$ cat config.mk
export PLATFORM = sky130hd
export DESIGN_NAME = phase_window_pick
export DESIGN_NICKNAME = d
export VERILOG_FILES = /design/src/rtl/pwp_pkg.sv /design/src/rtl/pwp_ctrl.sv /design/src/rtl/pwp_run_scan.sv /design/src/rtl/pwp_pick.sv /design/src/rtl/phase_window_pick.sv
export SDC_FILE = /design/constraint.sdc
export NUM_CORES = 1
export LEC_CHECK = 0
export BUFFER_PORTS_ARGS = -buffer_cell sky130_fd_sc_hd__buf_4
export CAP_MARGIN = 30
export CORE_MARGIN = 8
export CORE_UTILIZATION = 30
export DETAILED_ROUTE_END_ITERATION = 10
export SETUP_SLACK_MARGIN = 0.4
export SYNTH_ARGS = -nofsm -noshare
export SYNTH_HDL_FRONTEND = slang
export SYNTH_SLANG_ARGS = --single-unit
$ cat constraint.sdc
create_clock -name clk -period 10.2 [get_ports clk]
set_input_delay 0.51 -clock clk [delete_from_list [all_inputs] [get_ports clk]]
set_output_delay 0.51 -clock clk [all_outputs]
set_load 0.05 [all_outputs]
$ cat src/rtl/pwp_pkg.sv
package pwp_pkg;

  typedef enum logic [1:0] {
    ST_IDLE = 2'd0,
    ST_SCAN = 2'd1,
    ST_PICK = 2'd2
  } pwp_state_e;

  // Offset into a window of length len: floor(3*len/4), less one unless zero.
  function automatic int pwp_offset(input int len);
    int q;
    q = (len * 3) / 4;
    if (q != 0) q = q - 1;
    return q;
  endfunction

  // Phase index reached by stepping from base, modulo the phase count.
  function automatic int pwp_rotate(input int base, input int step, input int n);
    return (base + step) % n;
  endfunction

endpackage

$ cat src/rtl/pwp_ctrl.sv
module pwp_ctrl
  import pwp_pkg::*;
#(
  parameter int NPH = 16,
  localparam int IW = $clog2(NPH)
) (
  input  logic          clk,
  input  logic          rst_n,
  input  logic          start,
  output logic          busy,
  output logic          start_acc,
  output logic          step_en,
  output logic [IW-1:0] step_idx,
  output logic          pick_fire
);

  localparam logic [IW-1:0] LAST = IW'(NPH - 1);

  pwp_state_e    state;
  logic [IW-1:0] idx;

  always_ff @(posedge clk or negedge rst_n) begin
    if (!rst_n) begin
      state <= ST_IDLE;
      idx   <= '0;
    end else begin
      case (state)
        ST_IDLE: begin
          if (start) begin
            state <= ST_SCAN;
            idx   <= '0;
          end
        end
        ST_SCAN: begin
          if (idx == LAST) state <= ST_PICK;
          else             idx   <= idx + 1'b1;
        end
        ST_PICK: state <= ST_IDLE;
        default: state <= ST_IDLE;
      endcase
    end
  end

  assign busy      = (state != ST_IDLE);
  assign start_acc = start && (state == ST_IDLE);
  assign step_en   = (state == ST_SCAN);
  assign step_idx  = idx;
  assign pick_fire = (state == ST_PICK);

endmodule

$ cat src/rtl/pwp_run_scan.sv
module pwp_run_scan
  import pwp_pkg::*;
#(
  parameter int NPH = 16,
  localparam int IW = $clog2(NPH),
  localparam int LW = $clog2(NPH + 1)
) (
  input  logic           clk,
  input  logic           rst_n,
  input  logic           clear,
  input  logic           step_en,
  input  logic [IW-1:0]  step_idx,
  input  logic [NPH-1:0] mask,
  output logic [IW-1:0]  best_start,
  output logic [LW-1:0]  best_len,
  output logic           run_close,
  output logic           merge_hit
);

  localparam logic [IW-1:0] LAST = IW'(NPH - 1);

  logic [LW-1:0] run_len;
  logic [IW-1:0] run_start;
  logic [LW-1:0] head_len;

  logic          bit_now;
  logic [LW-1:0] ext_len;
  logic [LW-1:0] cl_len;
  logic [IW-1:0] cl_start;
  logic          is_head;
  logic          is_tail;
  logic          wraps;
  logic [LW-1:0] eff_len;

  assign bit_now  = mask[step_idx];
  assign ext_len  = run_len + LW'(1);
  assign is_tail  = bit_now && (step_idx == LAST);
  assign run_close = step_en && (is_tail || (!bit_now && (run_len != '0)));
  assign cl_len   = bit_now ? ext_len : run_len;
  assign cl_start = (bit_now && (run_len == '0)) ? step_idx : run_start;
  assign is_head  = (cl_start == '0);
  assign wraps    = mask[0] && mask[NPH-1] && !(&mask);
  assign merge_hit = run_close && wraps && is_tail;

  always_comb begin
    if (wraps && is_head)      eff_len = '0;
    else if (wraps && is_tail) eff_len = cl_len + head_len;
    else                       eff_len = cl_len;
  end

  always_ff @(posedge clk or negedge rst_n) begin
    if (!rst_n) begin
      run_len    <= '0;
      run_start  <= '0;
      head_len   <= '0;
      best_len   <= '0;
      best_start <= '0;
    end else if (clear) begin
      run_len    <= '0;
      run_start  <= '0;
      head_len   <= '0;
      best_len   <= '0;
      best_start <= '0;
    end else if (step_en) begin
      run_len <= bit_now ? ext_len : '0;
      if (bit_now) run_start <= cl_start;
      if (run_close && is_head) head_len <= cl_len;
      if (run_close && (eff_len > best_len)) begin
        best_len   <= eff_len;
        best_start <= cl_start;
      end
    end
  end

endmodule

$ cat src/rtl/pwp_pick.sv
module pwp_pick
  import pwp_pkg::*;
#(
  parameter int NPH = 16,
  localparam int IW = $clog2(NPH),
  localparam int LW = $clog2(NPH + 1)
) (
  input  logic          clk,
  input  logic          rst_n,
  input  logic          clear,
  input  logic          fire,
  input  logic [IW-1:0] best_start,
  input  logic [LW-1:0] best_len,
  output logic [IW-1:0] sel_phase,
  output logic          sel_valid,
  output logic          sel_error
);

  logic          len_bad;
  logic [IW-1:0] ph_next;
  int            off;

  assign len_bad = (best_len == '0) || (int'(best_len) >= NPH);
  assign off     = pwp_offset(int'(best_len));
  assign ph_next = IW'(pwp_rotate(int'(best_start), off, NPH));

  always_ff @(posedge clk or negedge rst_n) begin
    if (!rst_n) begin
      sel_phase <= '0;
      sel_valid <= 1'b0;
      sel_error <= 1'b0;
    end else if (clear) begin
      sel_phase <= '0;
      sel_valid <= 1'b0;
      sel_error <= 1'b0;
    end else if (fire) begin
      sel_phase <= len_bad ? '0 : ph_next;
      sel_valid <= !len_bad;
      sel_error <= len_bad;
    end
  end

endmodule

$ cat src/rtl/phase_window_pick.sv
module phase_window_pick
  import pwp_pkg::*;
#(
  parameter int NPH = 16,
  localparam int IW = $clog2(NPH),
  localparam int LW = $clog2(NPH + 1)
) (
  input  logic           clk,
  input  logic           rst_n,
  input  logic           start,
  input  logic [NPH-1:0] pass_mask,
  output logic [IW-1:0]  sel_phase,
  output logic           sel_valid,
  output logic           sel_error
);

  logic           busy;
  logic           start_acc;
  logic           step_en;
  logic [IW-1:0]  step_idx;
  logic           pick_fire;
  logic [NPH-1:0] mask_q;
  logic [IW-1:0]  best_start;
  logic [LW-1:0]  best_len;
  logic           run_close;
  logic           merge_hit;

  always_ff @(posedge clk or negedge rst_n) begin
    if (!rst_n)         mask_q <= '0;
    else if (start_acc) mask_q <= pass_mask;
  end

  pwp_ctrl #(.NPH(NPH)) u_ctrl (
    .clk       (clk),
    .rst_n     (rst_n),
    .start     (start),
    .busy      (busy),
    .start_acc (start_acc),
    .step_en   (step_en),
    .step_idx  (step_idx),
    .pick_fire (pick_fire)
  );

  pwp_run_scan #(.NPH(NPH)) u_scan (
    .clk        (clk),
    .rst_n      (rst_n),
    .clear      (start_acc),
    .step_en    (step_en),
    .step_idx   (step_idx),
    .mask       (mask_q),
    .best_start (best_start),
    .best_len   (best_len),
    .run_close  (run_close),
    .merge_hit  (merge_hit)
  );

  pwp_pick #(.NPH(NPH)) u_pick (
    .clk        (clk),
    .rst_n      (rst_n),
    .clear      (start_acc),
    .fire       (pick_fire),
    .best_start (best_start),
    .best_len   (best_len),
    .sel_phase  (sel_phase),
    .sel_valid  (sel_valid),
    .sel_error  (sel_error)
  );

endmodule

==> results_dict.tcl <==
set metrics [dict create \
    synth_area_mm2 0.00333 \
    syn_nets 405 \
    drive_gt1_share_pct 13.1 \
    drt-initial-drc-count 128 \
    wire_per_inst_um 14.7 \
    slew_viol_final 0 \
    die-area_mm2 0.0147 \
    power.share.clock_pct 11.7 \
    async_flop_share_pct 100 \
    die_h_um 121 \
    ant_nets 0 \
    yosys.area.top_type "dfrtp_1" \
    switching_share_pct 45.8 \
    max_freq_ghz 0.180 \
    worst_ep_required_time_ns 10.40 \
    finalHoldViolCount 0 \
    hpwl_um 5730 \
    worst_slack_ns 4.65 \
    synth_area_per_cell_um2 9.26 \
    yosys_warnings 0 \
    num_vias 2673 \
    cts_made_buffers 5 \
    rows 38 \
    pwr-share-comb_pct 53.9 \
    track_usage_pct 11.2 \
    post_cts_buffers 0 \
    worstRegToRegCells 20 \
    viasPerCell 5.13 \
    switching_power_mw 0.445 \
    reg2reg_slack_ns 4.65 \
    finalSetupViolations 0 \
    cp-start-kind "flop" \
    diodes 0 \
    synth.top_cell.area_share_pct 38.3 \
    start_util_pct 30.8 \
    ctsLongestPathBuffers 2 \
    critPathMaxFanout 13 \
    clock_skew_ns 0.00860 \
    outcome "finished clean" \
    slew_headroom_pct 44.9 \
    regArea_mm2 0.00128 \
    routabilityCongestion 0.837 \
    synth_edf_count 0 \
    grt_antenna_before_repair 0 \
    syn_to_final_growth_pct 11.1 \
    yosysSeqAreaShare_pct 38.3 \
    synth-main-ff-cell "dfrtp_1" \
    synth_cells 360 \
    fill_cells 1145 \
    power_per_cell_area_mw_per_mm2 262 \
    min_path_type "in2async" \
    ys_seq_elements 51 \
    fin_crit_ns 5.55 \
    globalRoute.totalOverflow 0 \
    synthTopCellsByArea "dfrtp_1, nand2_1, ha_1" \
    fin_setup_tns_ns 0 \
    max-vdd-ir-drop_v 0.0000918 \
    drc 0 \
    core_area_mm2 0.0108 \
    cts_max_level 2 \
    die_width_um 121 \
    arrival_ns 5.75 \
    min_period_over_period_pct 54.4 \
    place_ws_ns 4.73 \
    cts_resized 0 \
    rsz0062_at_grt "no" \
    cts-root-buf "clkbuf_8" \
    clkTransAtPathRegs_ns 0.09 \
    routed_wl_um 7670 \
    cts.sinks 51 \
    hold_buffers 0 \
    io_buffers 24 \
    cts_tree "built" \
    drtPass1Iterations 4 \
    insertion_delay_ns 0.30 \
    hold_ws_ns 0.230 \
    multi_input_area_mm2 0.00191 \
    grt_pass1_vias 2681 \
    ys_types 53 \
    nNetsFinal 425 \
    max_slew.worst_pin.slew_ns 0.826 \
    crit_path_end_kind "flop" \
    io_pins 25 \
    grt_max_degree 52 \
    grt_pass1_wl_um 13400 \
    path_class "reg2reg" \
    total_leakage_power_nw 1.81 \
    intPower_mw 0.528 \
    seq_power_share_pct 34.4 \
    maxCapViolations 0 \
]
-- layout make-up --
class	instances	share of cell area, %
Multi-Input combinational cell	280	51.7
Sequential cell	51	34.4
Timing Repair Buffer	26	5.27
Tap cell	140	4.73
Clock buffer	6	1.96
Inverter	16	1.62
Clock inverter	2	0.338
-- flip-flops by register name (all words and copies together) (netlist names) --
register / cells
mask_q: 16
u_scan.run_len: 5
u_scan.best_start: 4
u_ctrl.step_idx: 4
u_pick.sel_valid: 1
u_ctrl.state: 2
u_pick.sel_phase: 4
u_scan.run_start: 4
u_scan.best_len: 5
u_pick.sel_error: 1
u_scan.head_len: 5
-- kinds of logic (layout without fill, tap and decap cells) --
| kind of cell | count (synthesis) | after routing | synth area share, % |
|---|---|---|---|
| AND/OR/NAND/NOR | 154 | 154 | 21.1 |
| AO/OA/AOI/OAI | 64 | 64 | 13.2 |
| flip-flops | 51 | 51 | 38.3 |
| buffers and inverters | 29 | 50 | 4.31 |
| adder cells (fa/ha/maj) | 26 | 26 | 10.4 |
| multiplexers | 24 | 24 | 9.46 |
| XOR/XNOR | 12 | 12 | 3.15 |
-- path summary, 6_finish.rpt --
kind,start,end
worst max-delay path,u_ctrl.step_idx[2],u_scan.best_len[0]
worst min-delay path,rst_n,mask_q[7]
worst max register to register,u_ctrl.step_idx[2],u_scan.best_len[0]
worst min register to register,u_pick.sel_valid,u_pick.sel_valid
max in group asynchronous,rst_n,u_pick.sel_phase[3]
min in group clk,pass_mask[10],mask_q[10]
-- synth_stat cells (2+ instances only) --
cell,n
xnor2_1,9
nand3_1,16
and3_1,3
a22o_1,4
or4_1,3
mux2_2,3
a21oi_1,11
inv_1,15
o21a_1,3
a31o_2,2
nor4_1,5
mux4_2,4
buf_6,4
nand2b_1,2
nor2_1,21
nand4_1,10
xor2_1,3
fa_1,3
a21o_1,8
o21ai_0,18
a32o_1,2
nor3_1,5
mux2i_1,14
ha_1,23
o32ai_1,3
o211ai_1,2
nand2_1,81
and2_1,2
dfrtp_1,51
clkbuf_1,7
-- cells in the final DEF (no fill, tap or decap), drive strengths merged, types with 2 or more instances in the layout --
| cell | Yosys | routed |
|---|---|---|
| nor3 | 5 | 5 |
| nand3 | 16 | 16 |
| a22o | 4 | 4 |
| nor4 | 5 | 5 |
| a31o | 2 | 2 |
| o22ai | 2 | 2 |
| or4 | 3 | 3 |
| inv | 16 | 16 |
| o211ai | 2 | 2 |
| mux2i | 16 | 16 |
| xnor2 | 9 | 9 |
| o32ai | 3 | 3 |
| a21o | 8 | 8 |
| nor2 | 21 | 21 |
| clkbuf | 7 | 6 |
| fa | 3 | 3 |
| buf | 6 | 26 |
| nand4 | 10 | 10 |
| mux4 | 4 | 4 |
| a32o | 2 | 2 |
| xor2 | 3 | 3 |
| nand2 | 81 | 81 |
| nand2b | 2 | 2 |
| mux2 | 4 | 4 |
| o21a | 3 | 3 |
| dfrtp | 51 | 51 |
| a21oi | 12 | 12 |
| and2 | 2 | 2 |
| ha | 23 | 23 |
| o21ai | 18 | 18 |
| and3 | 3 | 3 |
-- metal layers --
metal	routed length [um]	part of all wire, %	vias up	GRT usage (%)
met4	75	0.98	0	4.16
met1	3670	48	1295	15.1
met3	353	4.6	6	2.37
met5	0	0	-	0
met2	3570	47	57	17.3
li1	-	-	1315	-
-- stage by stage --
stage / instances / area [um^2] / total power, mW / utilization, %
6_report: 521 / 3710 / 0.973 / 34.2
5_1_grt: 521 / 3710 / 1.07 / 34.2
4_1_cts: 521 / 3710 / 0.984 / 34.2
3_5_place_dp: 513 / 3620 / 0.862 / 33.4
3_3_place_gp: 513 / 3620 / 0.841 / 33.4
2_1_floorplan: 360 / 3330 / 0.755 / -
-- power by group through the flow --
stage	logic, mW	clock network [mW]	registers, mW
3_5_place_dp	0.525	0	0.337
6_report	0.524	0.114	0.335
4_1_cts	0.528	0.121	0.335
5_1_grt	0.593	0.130	0.345
2_1_floorplan	0.443	0	0.312
3_3_place_gp	0.505	0	0.336
-- critical path, cell delays in order (launching register included) --
cell,delay [ns]
dfrtp_1,0.59
mux4_2,0.58
mux2i_2,0.24
mux2_4,0.27
inv_2,0.13
ha_1,0.34
inv_1,0.05
ha_1,0.20
fa_1,0.40
nand3_1,0.12
a21boi_0,0.08
nor4_1,0.53
mux2_2,0.40
nand4_1,0.09
and2b_1,0.13
ha_1,0.25
nand3_1,0.09
o21ai_0,0.07
a21o_1,0.21
or2_1,0.37
a32o_1,0.30
No activity file was read; power rests on OpenSTA's default activity.
